===== src/rtl/agen_pkg.sv =====
package agen_pkg;
  localparam int LFSR_W = 64;
  localparam logic [LFSR_W-1:0] LFSR_ZERO_SUB = 64'h1;

  typedef enum logic [2:0] {
    AM_STRIDE      = 3'd0,
    AM_AUTO        = 3'd1,
    AM_RND_ANY     = 3'd2,
    AM_RND_ALIGN   = 3'd3,
    AM_RND_UNALIGN = 3'd4
  } agen_mode_e;

  localparam logic [1:0] BT_FIXED = 2'd0;

  function automatic logic [LFSR_W-1:0] lfsr_shift(input logic [LFSR_W-1:0] s);
    return {s[62:0], s[63] ^ s[62] ^ s[60] ^ s[59]};
  endfunction

  function automatic logic mode_is_random(input logic [2:0] m);
    return (m == AM_RND_ANY) || (m == AM_RND_ALIGN) || (m == AM_RND_UNALIGN);
  endfunction
endpackage


===== src/rtl/agen_lfsr.sv =====
module agen_lfsr
  import agen_pkg::*;
(
  input  logic              clk,
  input  logic              rst_n,
  input  logic              load,
  input  logic              adv,
  input  logic [LFSR_W-1:0] seed,
  output logic [LFSR_W-1:0] peek
);
  logic [LFSR_W-1:0] state_q;
  logic [LFSR_W-1:0] seed_nz;
  logic [LFSR_W-1:0] seed_step;
  logic [LFSR_W-1:0] cur_step;

  assign seed_nz   = (seed == '0) ? LFSR_ZERO_SUB : seed;
  assign seed_step = lfsr_shift(seed_nz);
  assign cur_step  = lfsr_shift(state_q);
  assign peek      = load ? seed_step : cur_step;

  always_ff @(posedge clk) begin
    if (!rst_n)      state_q <= LFSR_ZERO_SUB;
    else if (load)   state_q <= seed_step;
    else if (adv)    state_q <= cur_step;
  end

  // a loaded generator never sits in the all-zero lock-up state
  p_lfsr_live_r8: assert property (@(posedge clk) disable iff (!rst_n)
    load |=> state_q != '0);
endmodule


===== src/rtl/agen_step.sv =====
module agen_step
  import agen_pkg::*;
#(
  parameter int ADDR_W = 64,
  parameter int LEN_W  = 8,
  parameter int SIZE_W = 3
) (
  input  logic [2:0]        mode,
  input  logic [1:0]        burst,
  input  logic [LEN_W-1:0]  len,
  input  logic [SIZE_W-1:0] size,
  input  logic [ADDR_W-1:0] incr,
  output logic [ADDR_W-1:0] step
);
  logic [ADDR_W-1:0] beats;

  always_comb begin
    beats = (burst == BT_FIXED) ? ADDR_W'(1) : (ADDR_W'(len) + ADDR_W'(1));
    if (mode == AM_AUTO) step = beats << size;
    else                 step = incr;
  end
endmodule


===== src/rtl/agen_window_map.sv =====
module agen_window_map
  import agen_pkg::*;
#(
  parameter int ADDR_W   = 64,
  parameter int SIZE_W   = 3,
  parameter int MAX_SIZE = 6
) (
  input  logic [ADDR_W-1:0] raw,
  input  logic [ADDR_W-1:0] base,
  input  logic [ADDR_W-1:0] high,
  input  logic [SIZE_W-1:0] size,
  input  logic [2:0]        mode,
  output logic [ADDR_W-1:0] addr
);
  localparam int SMEAR_N = $clog2(ADDR_W);

  logic [ADDR_W-1:0] span;
  logic [ADDR_W-1:0] mask;
  logic [ADDR_W-1:0] v;
  logic [ADDR_W-1:0] folded;
  logic [ADDR_W-1:0] aligned;
  logic [ADDR_W-1:0] odd;

  always_comb begin
    span = high - base;
    mask = span;
    for (int i = 0; i < SMEAR_N; i++) mask = mask | (mask >> (1 << i));
    v = raw & mask;
    if (v > span) v = v - span - ADDR_W'(1);
    folded  = base + v;
    aligned = folded & ~((ADDR_W'(1) << size) - ADDR_W'(1));
  end

  generate
    if (MAX_SIZE > 0) begin : g_odd
      always_comb begin
        if (folded[0])          odd = folded;
        else if (folded == high) odd = folded - ADDR_W'(1);
        else                    odd = folded | ADDR_W'(1);
      end
    end else begin : g_no_odd
      assign odd = folded;
    end
  endgenerate

  always_comb begin
    case (mode)
      AM_RND_ALIGN:   addr = aligned;
      AM_RND_UNALIGN: addr = odd;
      default:        addr = folded;
    endcase
  end
endmodule


===== src/rtl/agen_start_addr.sv =====
module agen_start_addr
  import agen_pkg::*;
#(
  parameter int ADDR_W   = 64,
  parameter int LEN_W    = 8,
  parameter int SIZE_W   = 3,
  parameter int MAX_SIZE = 6
) (
  input  logic              clk,
  input  logic              rst_n,
  input  logic              start,
  input  logic [2:0]        mode,
  input  logic [1:0]        burst,
  input  logic [LEN_W-1:0]  len,
  input  logic [SIZE_W-1:0] size,
  input  logic [ADDR_W-1:0] base,
  input  logic [ADDR_W-1:0] high,
  input  logic [ADDR_W-1:0] offset,
  input  logic [ADDR_W-1:0] incr,
  output logic              out_valid,
  input  logic              out_ready,
  output logic [ADDR_W-1:0] out_addr
);
  logic [ADDR_W-1:0] addr_q;
  logic              vld_q;
  logic              accept;
  logic              rnd;
  logic [ADDR_W-1:0] step_w;
  logic [LFSR_W-1:0] lfsr_peek;
  logic [ADDR_W-1:0] rnd_addr;
  logic [ADDR_W:0]   first_sum;
  logic [ADDR_W:0]   next_sum;
  logic [ADDR_W-1:0] first_addr;
  logic [ADDR_W-1:0] next_addr;

  assign accept = vld_q && out_ready;
  assign rnd    = mode_is_random(mode);

  agen_step #(.ADDR_W(ADDR_W), .LEN_W(LEN_W), .SIZE_W(SIZE_W)) u_step (
    .mode(mode), .burst(burst), .len(len), .size(size), .incr(incr), .step(step_w)
  );

  agen_lfsr u_lfsr (
    .clk(clk), .rst_n(rst_n),
    .load(start && rnd), .adv(accept && rnd && !start),
    .seed(LFSR_W'(incr)), .peek(lfsr_peek)
  );

  agen_window_map #(.ADDR_W(ADDR_W), .SIZE_W(SIZE_W), .MAX_SIZE(MAX_SIZE)) u_map (
    .raw(ADDR_W'(lfsr_peek)), .base(base), .high(high), .size(size),
    .mode(mode), .addr(rnd_addr)
  );

  always_comb begin
    first_sum  = {1'b0, base} + {1'b0, offset};
    next_sum   = {1'b0, addr_q} + {1'b0, step_w};
    first_addr = (first_sum > {1'b0, high}) ? base : first_sum[ADDR_W-1:0];
    next_addr  = (next_sum  > {1'b0, high}) ? base : next_sum[ADDR_W-1:0];
  end

  always_ff @(posedge clk) begin
    if (!rst_n) begin
      vld_q  <= 1'b0;
      addr_q <= '0;
    end else if (start) begin
      vld_q  <= 1'b1;
      addr_q <= rnd ? rnd_addr : first_addr;
    end else if (accept) begin
      addr_q <= rnd ? rnd_addr : next_addr;
    end
  end

  assign out_valid = vld_q;
  assign out_addr  = addr_q;

  p_hold_r3: assert property (@(posedge clk) disable iff (!rst_n || start)
    out_valid && !out_ready |=> $stable(out_addr) && out_valid);

  p_stride_step_r4: assert property (@(posedge clk) disable iff (!rst_n || start)
    accept && mode == AM_STRIDE |=> out_addr == $past(base) || out_addr == $past(addr_q) + $past(incr));

  p_auto_step_r5: assert property (@(posedge clk) disable iff (!rst_n || start)
    accept && mode == AM_AUTO |=> out_addr == $past(base) || out_addr == $past(addr_q) + $past(step_w));

  p_window_r9: assert property (@(posedge clk) disable iff (!rst_n || start)
    out_valid |-> out_addr >= base && out_addr <= high);

  p_aligned_r10: assert property (@(posedge clk) disable iff (!rst_n || start)
    out_valid && mode == AM_RND_ALIGN |-> (out_addr & ((ADDR_W'(1) << size) - ADDR_W'(1))) == '0);

  p_odd_r11: assert property (@(posedge clk) disable iff (!rst_n || start)
    out_valid && mode == AM_RND_UNALIGN |-> out_addr[0]);
endmodule


===== config.mk =====
export PLATFORM = sky130hd
export DESIGN_NAME = agen_start_addr
export DESIGN_NICKNAME = d
export VERILOG_FILES = /design/src/rtl/agen_pkg.sv /design/src/rtl/agen_lfsr.sv /design/src/rtl/agen_step.sv /design/src/rtl/agen_window_map.sv /design/src/rtl/agen_start_addr.sv
export SDC_FILE = /design/constraint.sdc
export NUM_CORES = 2
export LEC_CHECK = 0
export BUFFER_PORTS_ARGS = -buffer_cell sky130_fd_sc_hd__buf_4
export CAP_MARGIN = 20
export CELL_PAD_IN_SITES_DETAIL_PLACEMENT = 0
export CELL_PAD_IN_SITES_GLOBAL_PLACEMENT = 2
export CORE_UTILIZATION = 36
export CTS_BUF_LIST = sky130_fd_sc_hd__clkbuf_16
export CTS_CLUSTER_DIAMETER = 40
export CTS_CLUSTER_SIZE = 10
export DETAILED_ROUTE_END_ITERATION = 8
export GPL_TIMING_DRIVEN = 0
export HOLD_SLACK_MARGIN = 0.1
export PLACE_DENSITY = 0.88
export SYNTH_ARGS = -nofsm -noshare
export SYNTH_HDL_FRONTEND = slang
export SYNTH_SLANG_ARGS = --single-unit

===== constraint.sdc =====
create_clock -name clk -period 18.55 [get_ports clk]
set_input_delay 3.71 -clock clk [delete_from_list [all_inputs] [get_ports clk]]
set_output_delay 3.71 -clock clk [all_outputs]
set_load 0.01 [all_outputs]

---- Word level (Yosys, flattened, before mapping) ----
Index checks and enable logic that the tools add are counted.
storage, ports and cells
  register bits after elaboration ......... 129
  input port bits ......................... 276
  output and inout bits ................... 65
  word-level logic and storage cells ...... 64
cells by class
  add/sub/neg operators ................... 9
  order comparisons ....................... 3
  equal/unequal tests ..................... 5
  shift operators ......................... 2
  muxes and demuxes ....................... 16
  bitwise gates (word level) .............. 15
  reductions and logical operators ........ 11
operators by type and width
  kind                                                  number
  two-way mux 64 bit                                    15
  subtractor 64 x 1 -> 64 bit (second input constant)   3
  adder 64 x 64 -> 65 bit                               2
  greater-than comparator 65 x 64 -> 1 bit              2
  bitwise AND 64 bit                                    2
  one-hot mux 64 bit (2 select lines)                   1
  subtractor 64 bit                                     2
  adder 64 bit                                          1
  equality test 64 bit                                  1
  greater-than comparator 64 bit                        1
  zero test 64 bit                                      1
  inverter 64 bit                                       1
  OR 64 x 32 -> 64 bit                                  1
  OR 64 x 48 -> 64 bit                                  1
  OR 64 x 56 -> 64 bit                                  1
  OR 64 x 60 -> 64 bit                                  1
  OR 64 x 62 -> 64 bit                                  1
  OR 64 x 63 -> 64 bit                                  1
  << shifter 1 x 3 -> 64 bit (first input constant)     1
  << shifter 64 x 3 -> 64 bit                           1
  adder 8 x 1 -> 9 bit (second input constant)          1
  equality test 3 x 2 -> 1 bit (second input constant)  2
  XOR 1 bit                                             6
  logical AND 1 bit                                     4
  6 further kinds                                       8

---- Longest topological paths before layout ----
  depth after elaboration ................. 19
  gate-level depth with buffers ........... 55
  gate-level depth less buffers ........... 50

---- Hierarchy ----
From an unflattened synthesis, not the netlist that was laid out.
unflattened totals
  cell total of the unflattened synthesis .. 5451
  area total of the unflattened synthesis .. 37717.4 sq um
by module, submodules not included
  module           times used  cells each  area an instance (sq um)  seq. area each (sq um)
  agen_window_map  1           2777        18096.1                   0.0
  agen_start_addr  1           2108        15135.8                   1301.2
  agen_lfsr        1           379         3308.2                    1281.2
  agen_step        1           187         1177.4                    0.0

---- Worst setup path before layout ----
No wires, ideal clock.
  path type ............................... in2reg
  start ................................... input high[0]
  end ..................................... register addr_q[59] (netlist: out_addr[59])
  setup time .............................. 0.069 ns
  arrival ................................. 14.965 ns
  data required time ...................... 18.481 ns
  path slack .............................. 3.516 ns
  stages on the path ...................... 50
  path buffers ............................ 6
  cells stage by stage .................... inv_1 -> ha_1 -> fa_1 -> nor2b_2 -> o2111ai_2 -> a2111oi_2 -> a2111oi_2 -> or4_1 -> a211oi_1 -> o21a_1 -> o221a_2 -> nand4_1 -> nor4_1 -> nand4_1 -> nor4b_4 -> nand4_1 -> nor4_1 -> nor2_1 -> [... 14 more ...] -> ha_1 -> buf_2 -> a21oi_1 -> o21ai_1 -> or2_0 -> clkbuf_1 -> o211a_1 -> nor4_1 -> xnor2_1 -> o211ai_1 -> or4_1 -> nand4b_1 -> or4_4 -> or3_1 -> buf_2 -> nor2_1 -> mux2_2 -> o21ai_1
on the way
  word-level cells in the longest chain between the ends .. 19
  elaborated cells between the ends (all ways) .. 27
  classes of those cells .................. add/sub (5); order compare (3); eq/ne (1); mux (10); bitwise (8)
RTL lines
  item                                                                        RTL line               source
  start: declaration                                                          agen_start_addr.sv:17  input logic [ADDR_W-1:0] high,
  subtractor 64 bit                                                           agen_window_map.sv:25  span = high - base;
  OR 64 x 63 -> 64 bit                                                        agen_window_map.sv:27  for (int i = 0; i < SMEAR_N; i++) mask = mask | (mask >> (1 << i));
  OR 64 x 62 -> 64 bit                                                        agen_window_map.sv:27
  OR 64 x 60 -> 64 bit                                                        agen_window_map.sv:27
  OR 64 x 56 -> 64 bit                                                        agen_window_map.sv:27
  OR 64 x 48 -> 64 bit                                                        agen_window_map.sv:27
  OR 64 x 32 -> 64 bit                                                        agen_window_map.sv:27
  bitwise AND 64 bit                                                          agen_window_map.sv:28  v = raw & mask;
  [... 3 more ...]                                                            n/a
  adder 64 bit                                                                agen_window_map.sv:30  folded = base + v;
  subtractor 64 x 1 -> 64 bit / equality test 64 bit (equally long branches)  agen_window_map.sv:38  else if (folded == high) odd = folded - ADDR_W'(1);
  two-way mux 64 bit                                                          agen_window_map.sv:38
  two-way mux 64 bit                                                          agen_window_map.sv:37  if (folded[0]) odd = folded;
  one-hot mux 64 bit (2 select lines)                                         agen_window_map.sv:47  case (mode)
  two-way mux 64 bit                                                          agen_start_addr.sv:69  addr_q <= rnd ? rnd_addr : next_addr;
  two-way mux 64 bit                                                          agen_start_addr.sv:68  end else if (accept) begin
  two-way mux 64 bit (*)                                                      agen_start_addr.sv:65  end else if (start) begin
  end signal: assignment                                                      agen_start_addr.sv:67  addr_q <= rnd ? rnd_addr : first_addr;
  end signal: assignment                                                      agen_start_addr.sv:69
  end: declaration                                                            agen_start_addr.sv:24  logic [ADDR_W-1:0] addr_q;
Mark *: on every way between the ends. The rest lies on a longest branch, timed or not. The select of a mux whose other input is x is not followed.
A chain may end at the register's enable or synchronous reset.

---- Worst setup path in the final report ----
  start ................................... input base[19]
  end ..................................... register addr_q[38] (netlist: out_addr[38])
on the way
  word-level cells in the longest chain between the ends .. 19
  elaborated cells between the ends (all ways) .. 26
  classes of those cells .................. add/sub (6); order compare (2); eq/ne (1); mux (9); bitwise (8)
RTL lines
  item                                                                        RTL line               source
  start: declaration                                                          agen_start_addr.sv:16  input logic [ADDR_W-1:0] base,
  subtractor 64 bit                                                           agen_window_map.sv:25
  OR 64 x 63 -> 64 bit                                                        agen_window_map.sv:27
  OR 64 x 62 -> 64 bit                                                        agen_window_map.sv:27
  OR 64 x 60 -> 64 bit                                                        agen_window_map.sv:27
  OR 64 x 56 -> 64 bit                                                        agen_window_map.sv:27
  OR 64 x 48 -> 64 bit                                                        agen_window_map.sv:27
  OR 64 x 32 -> 64 bit                                                        agen_window_map.sv:27
  bitwise AND 64 bit                                                          agen_window_map.sv:28
  [... 3 more ...]                                                            n/a
  adder 64 bit                                                                agen_window_map.sv:30
  subtractor 64 x 1 -> 64 bit / equality test 64 bit (equally long branches)  agen_window_map.sv:38
  two-way mux 64 bit                                                          agen_window_map.sv:38
  two-way mux 64 bit                                                          agen_window_map.sv:37
  one-hot mux 64 bit (2 select lines)                                         agen_window_map.sv:47
  two-way mux 64 bit                                                          agen_start_addr.sv:69
  two-way mux 64 bit                                                          agen_start_addr.sv:68
  two-way mux 64 bit (*)                                                      agen_start_addr.sv:65
Marks and branches as above.

==> flow_summary_export.csv <==
group,metric,value,unit
clock_tree,cts_buffer_depth,2,
yosys,synth_top_area_share,0.158,
timing,tightest_slew,1430,ps
pwr,vdd_drop_max,87.5,uV
worst_setup_path,cp_slowest_stage_delay,770,ps
placement,place_inst,6686,
drt,wl_per_cell,35.0,um
hold_path,min_to,"u_lfsr.state_q[49]$_SDFFE_PN0P_",
global_routing,use_met2,0.659,
worst_setup_path,timing.critical_path.mode_cell,"a21oi_1",
pwr,seqPwrFrac,0.096,
yosys,yosys-top-cells-area,"ha_1, dfxtp_1, a21oi_1",
timing,holdWs,500,ps
drt,postRouteAntennaNets,0,
yosys,ys.flop_type,"dfxtp_1",
floorplan,die_width,316,um
worst_setup_path,crit_path_start_kind,"input pin",
worst_setup_path,reg2reg_setup_slack,6780,ps
run_status,violations,"setup timing",
global_routing,grt_antenna_before_repair,17,
global_routing,grt_pass1_wl,318000,um
global_routing,grt_overflow,0,
worst_setup_path,critPathRequiredTime,19010,ps
drt,vias,44700,
run_status,outcome,"finished with violations",
final_layout,areaGrowthSynthToFinish,16.2,%
hold_path,hold_class,"reg2reg",
floorplan,num_rows,114,
global_routing,grt_pass1_vias,40900,
worst_setup_path,r2r-end,"out_addr[38]$_SDFFE_PN0P_",
clock_tree,clock_latency,510,ps
clock_tree,cts_root_buffer,"clkbuf_16",
drt,dr.pass1.iters,7,
yosys,synth_commonest_cells,"a21oi_1, ha_1, nor2_1",
yosys,ys_seq_area_frac,0.0728,
timing,fin_crit,18610,ps
final_layout,nNetsFinal,6189,
placement,place.gp.congestion,1.08,
worst_setup_path,reg2reg_depth,40,
worst_setup_path,arrival,19070,ps
yosys,synthDistinctLibCells,122,
yosys,avgSynthCellArea,7.02,sq um
job,cap_violations,0,
timing,slew_violations,0,
clock_tree,cts-buffers-inserted,17,
yosys,yosysTopAreaCell,"ha_1",
pwr,clkPwrFrac,0.086,
worst_setup_path,r2r_start,"u_lfsr.state_q[63]$_SDFFE_PN0P_",
pwr,comb_power_share,0.818,
timing,fin_crit_sh,1.00,
drt,routed_via_density,6.61,
drt,post-route-drc-count,0,
floorplan,die_height,316,um
yosys,synthCells,5055,
pwr,switchingPower,0.00249,W
drt,wl,236000,um
yosys,synth_fp_nets,5784,
clock_tree,cts_tree,"done",
floorplan,io_pins,341,
worst_setup_path,slowest_stage,"a21oi_1",
yosys,synth_edf_count,0,
global_routing,use_met3,0.111,
yosys,netlist_area,35500,sq um
clock_tree,htreeDepth,4,
clock_tree,ctsHoldBuffers,0,
final_layout,drive_gt1_frac,0.136,
placement,dpl.hpwl,199000,um
floorplan,start_util,0.365,
floorplan,die_area,99800,sq um
worst_setup_path,cp-end-kind,"flop",
clock_tree,clock-sinks,129,
pwr,p_leak,18.7,nW
clock_tree,clk_pin_slew,70,ps
placement,place_worst_setup_slack,-4010,ps
yosys,ys_ff_latch,129,
timing,setup_slack,-63.4,ps
pwr,internal_power,0.00159,W
global_routing,busiest_layer,"met2",
yosys,ys_warn_count,0,
global_routing,met1_usage,0.565,
placement,portBuffers,337,
pwr,switching_share,0.610,
timing,finalSetupViolCount,1,
timing,relSlewSlack,0.0485,
yosys,async_flop_share,0,
global_routing,grt_max_degree,17,
timing,fmaxAchievable,53.7,MHz
final_layout,fin_cells,6763,
hold_path,holdPathStages,2,
worst_setup_path,critPathKind,"in2reg",
timing,hold_violations,0,
pwr,power_density,99.1,nW/um^2
yosys,synth.most_common_cell,"a21oi_1",
global_routing,track_usage,0.458,
drt,drtIter0Drc,5420,
floorplan,coreArea,97100,sq um
hold_path,hp-start,"u_lfsr.state_q[49]$_SDFFE_PN0P_",
worst_setup_path,crit_fanout,10,
timing,rsz0062_at_grt,"false",
timing,clock_skew,15.3,ps
-- kinds of logic after synthesis --
| family | share of synthesized area |
|---|---|
| AOI/OAI and AO/OA | 0.329 |
| and+or+nand+nor | 0.238 |
| buffers and inverters | 0.0545 |
| adders and majority gates | 0.161 |
| xor gates and xnor gates | 0.0925 |
| muxes | 0.0519 |
| DFF | 0.0728 |
-- per-layer routing --
metal  wire length, um  vias up
met5                46        -
met4             24900        8
met3             22900      714
met2             95500     2756
met1             93100    21400
li1                  -    19800
-- registers in the layout, indices dropped and copies added (netlist names) --
register	flops
out_addr	64
u_lfsr.state_q	64
out_valid	1
-- critical path, delay by kind of cell --
family,cells,cell delay [ps]
multiplexers,1,390
buffers and inverters,7,1760
XOR/XNOR,1,140
adder cells (fa/ha/maj),3,1100
AO/OA/AOI/OAI,22,6560
AND/OR/NAND/NOR,19,5360
-- cell type report --
cell class	count	area (sq um)
fill	10700	55900
clock buffer	17	425
timing repair buffer	388	2960
sequential	129	2580
tap	1276	1600
multi-input combinational	4435	31600
antenna	14	35.0
clock inverter	15	105
inverter	258	972
buffer	231	980
-- worst max path at each step --
stage / start / to / cells past startpoint / slack [ps]
floorplan: high[0] / out_addr[59]$_SDFFE_PN0P_ / 50 / 3520
global placement: base[17] / out_addr[34]$_SDFFE_PN0P_ / 50 / -4890
detailed placement: base[17] / out_addr[28]$_SDFFE_PN0P_ / 50 / -4010
CTS: high[0] / out_addr[54]$_SDFFE_PN0P_ / 56 / 1
global route: base[17] / out_addr[52]$_SDFFE_PN0P_ / 54 / 20
finish: base[19] / out_addr[38]$_SDFFE_PN0P_ / 53 / -60
-- repair_timing --
item | 4_1_cts | 5_1_grt
resized for setup | 61 | 68
pin swaps | 9 | 13
endpoints found under the setup margin | 63 | 63
endpoints found under the hold margin | 0 | 0
setup buffers | 14 | 14
-- power groups by stage --
stage	clock network, W	registers [W]	logic, W
after floorplan	0	0.000352	0.00188
after global placement	0	0.000392	0.00305
after detailed placement	0	0.000391	0.00307
after CTS	0.000343	0.000385	0.00312
after global routing	0.000355	0.000386	0.00346
final	0.000349	0.000392	0.00334
-- through the flow --
step | setup TNS (ps) | instance area, sq um | total power (W) | utilization
2_1_floorplan | 0 | 35500 | 0.00223 | -
3_3_place_gp | -279900 | 39600 | 0.00344 | 0.408
3_5_place_dp | -224560 | 39800 | 0.00346 | 0.410
4_1_cts | 0 | 40700 | 0.00385 | 0.419
5_1_grt | 0 | 41200 | 0.00421 | 0.424
6_report | -63.4 | 41200 | 0.00408 | 0.424
-- placed cells by master, fill, tap and decap left out, drive strengths merged, types with 16 or more instances in the layout --
cell type / count
mux2: 87
a21o: 230
nor3: 109
or2: 33
o2111ai: 16
nor2: 446
nor2b: 41
a211oi: 132
mux2i: 86
a211o: 26
o21bai: 59
nand2b: 45
ha: 448
and2: 96
a221oi: 23
dfxtp: 129
or4: 18
nand3: 124
o22ai: 16
or3: 45
nand2: 412
xnor2: 240
buf: 442
o21ai: 337
nor4: 53
a21oi: 473
a31oi: 111
o21a: 61
and3: 54
nand4: 124
inv: 257
clkbuf: 194
xor2: 109
o211ai: 51
and4: 29
o31ai: 51
(Power assumes the default switching activity.)
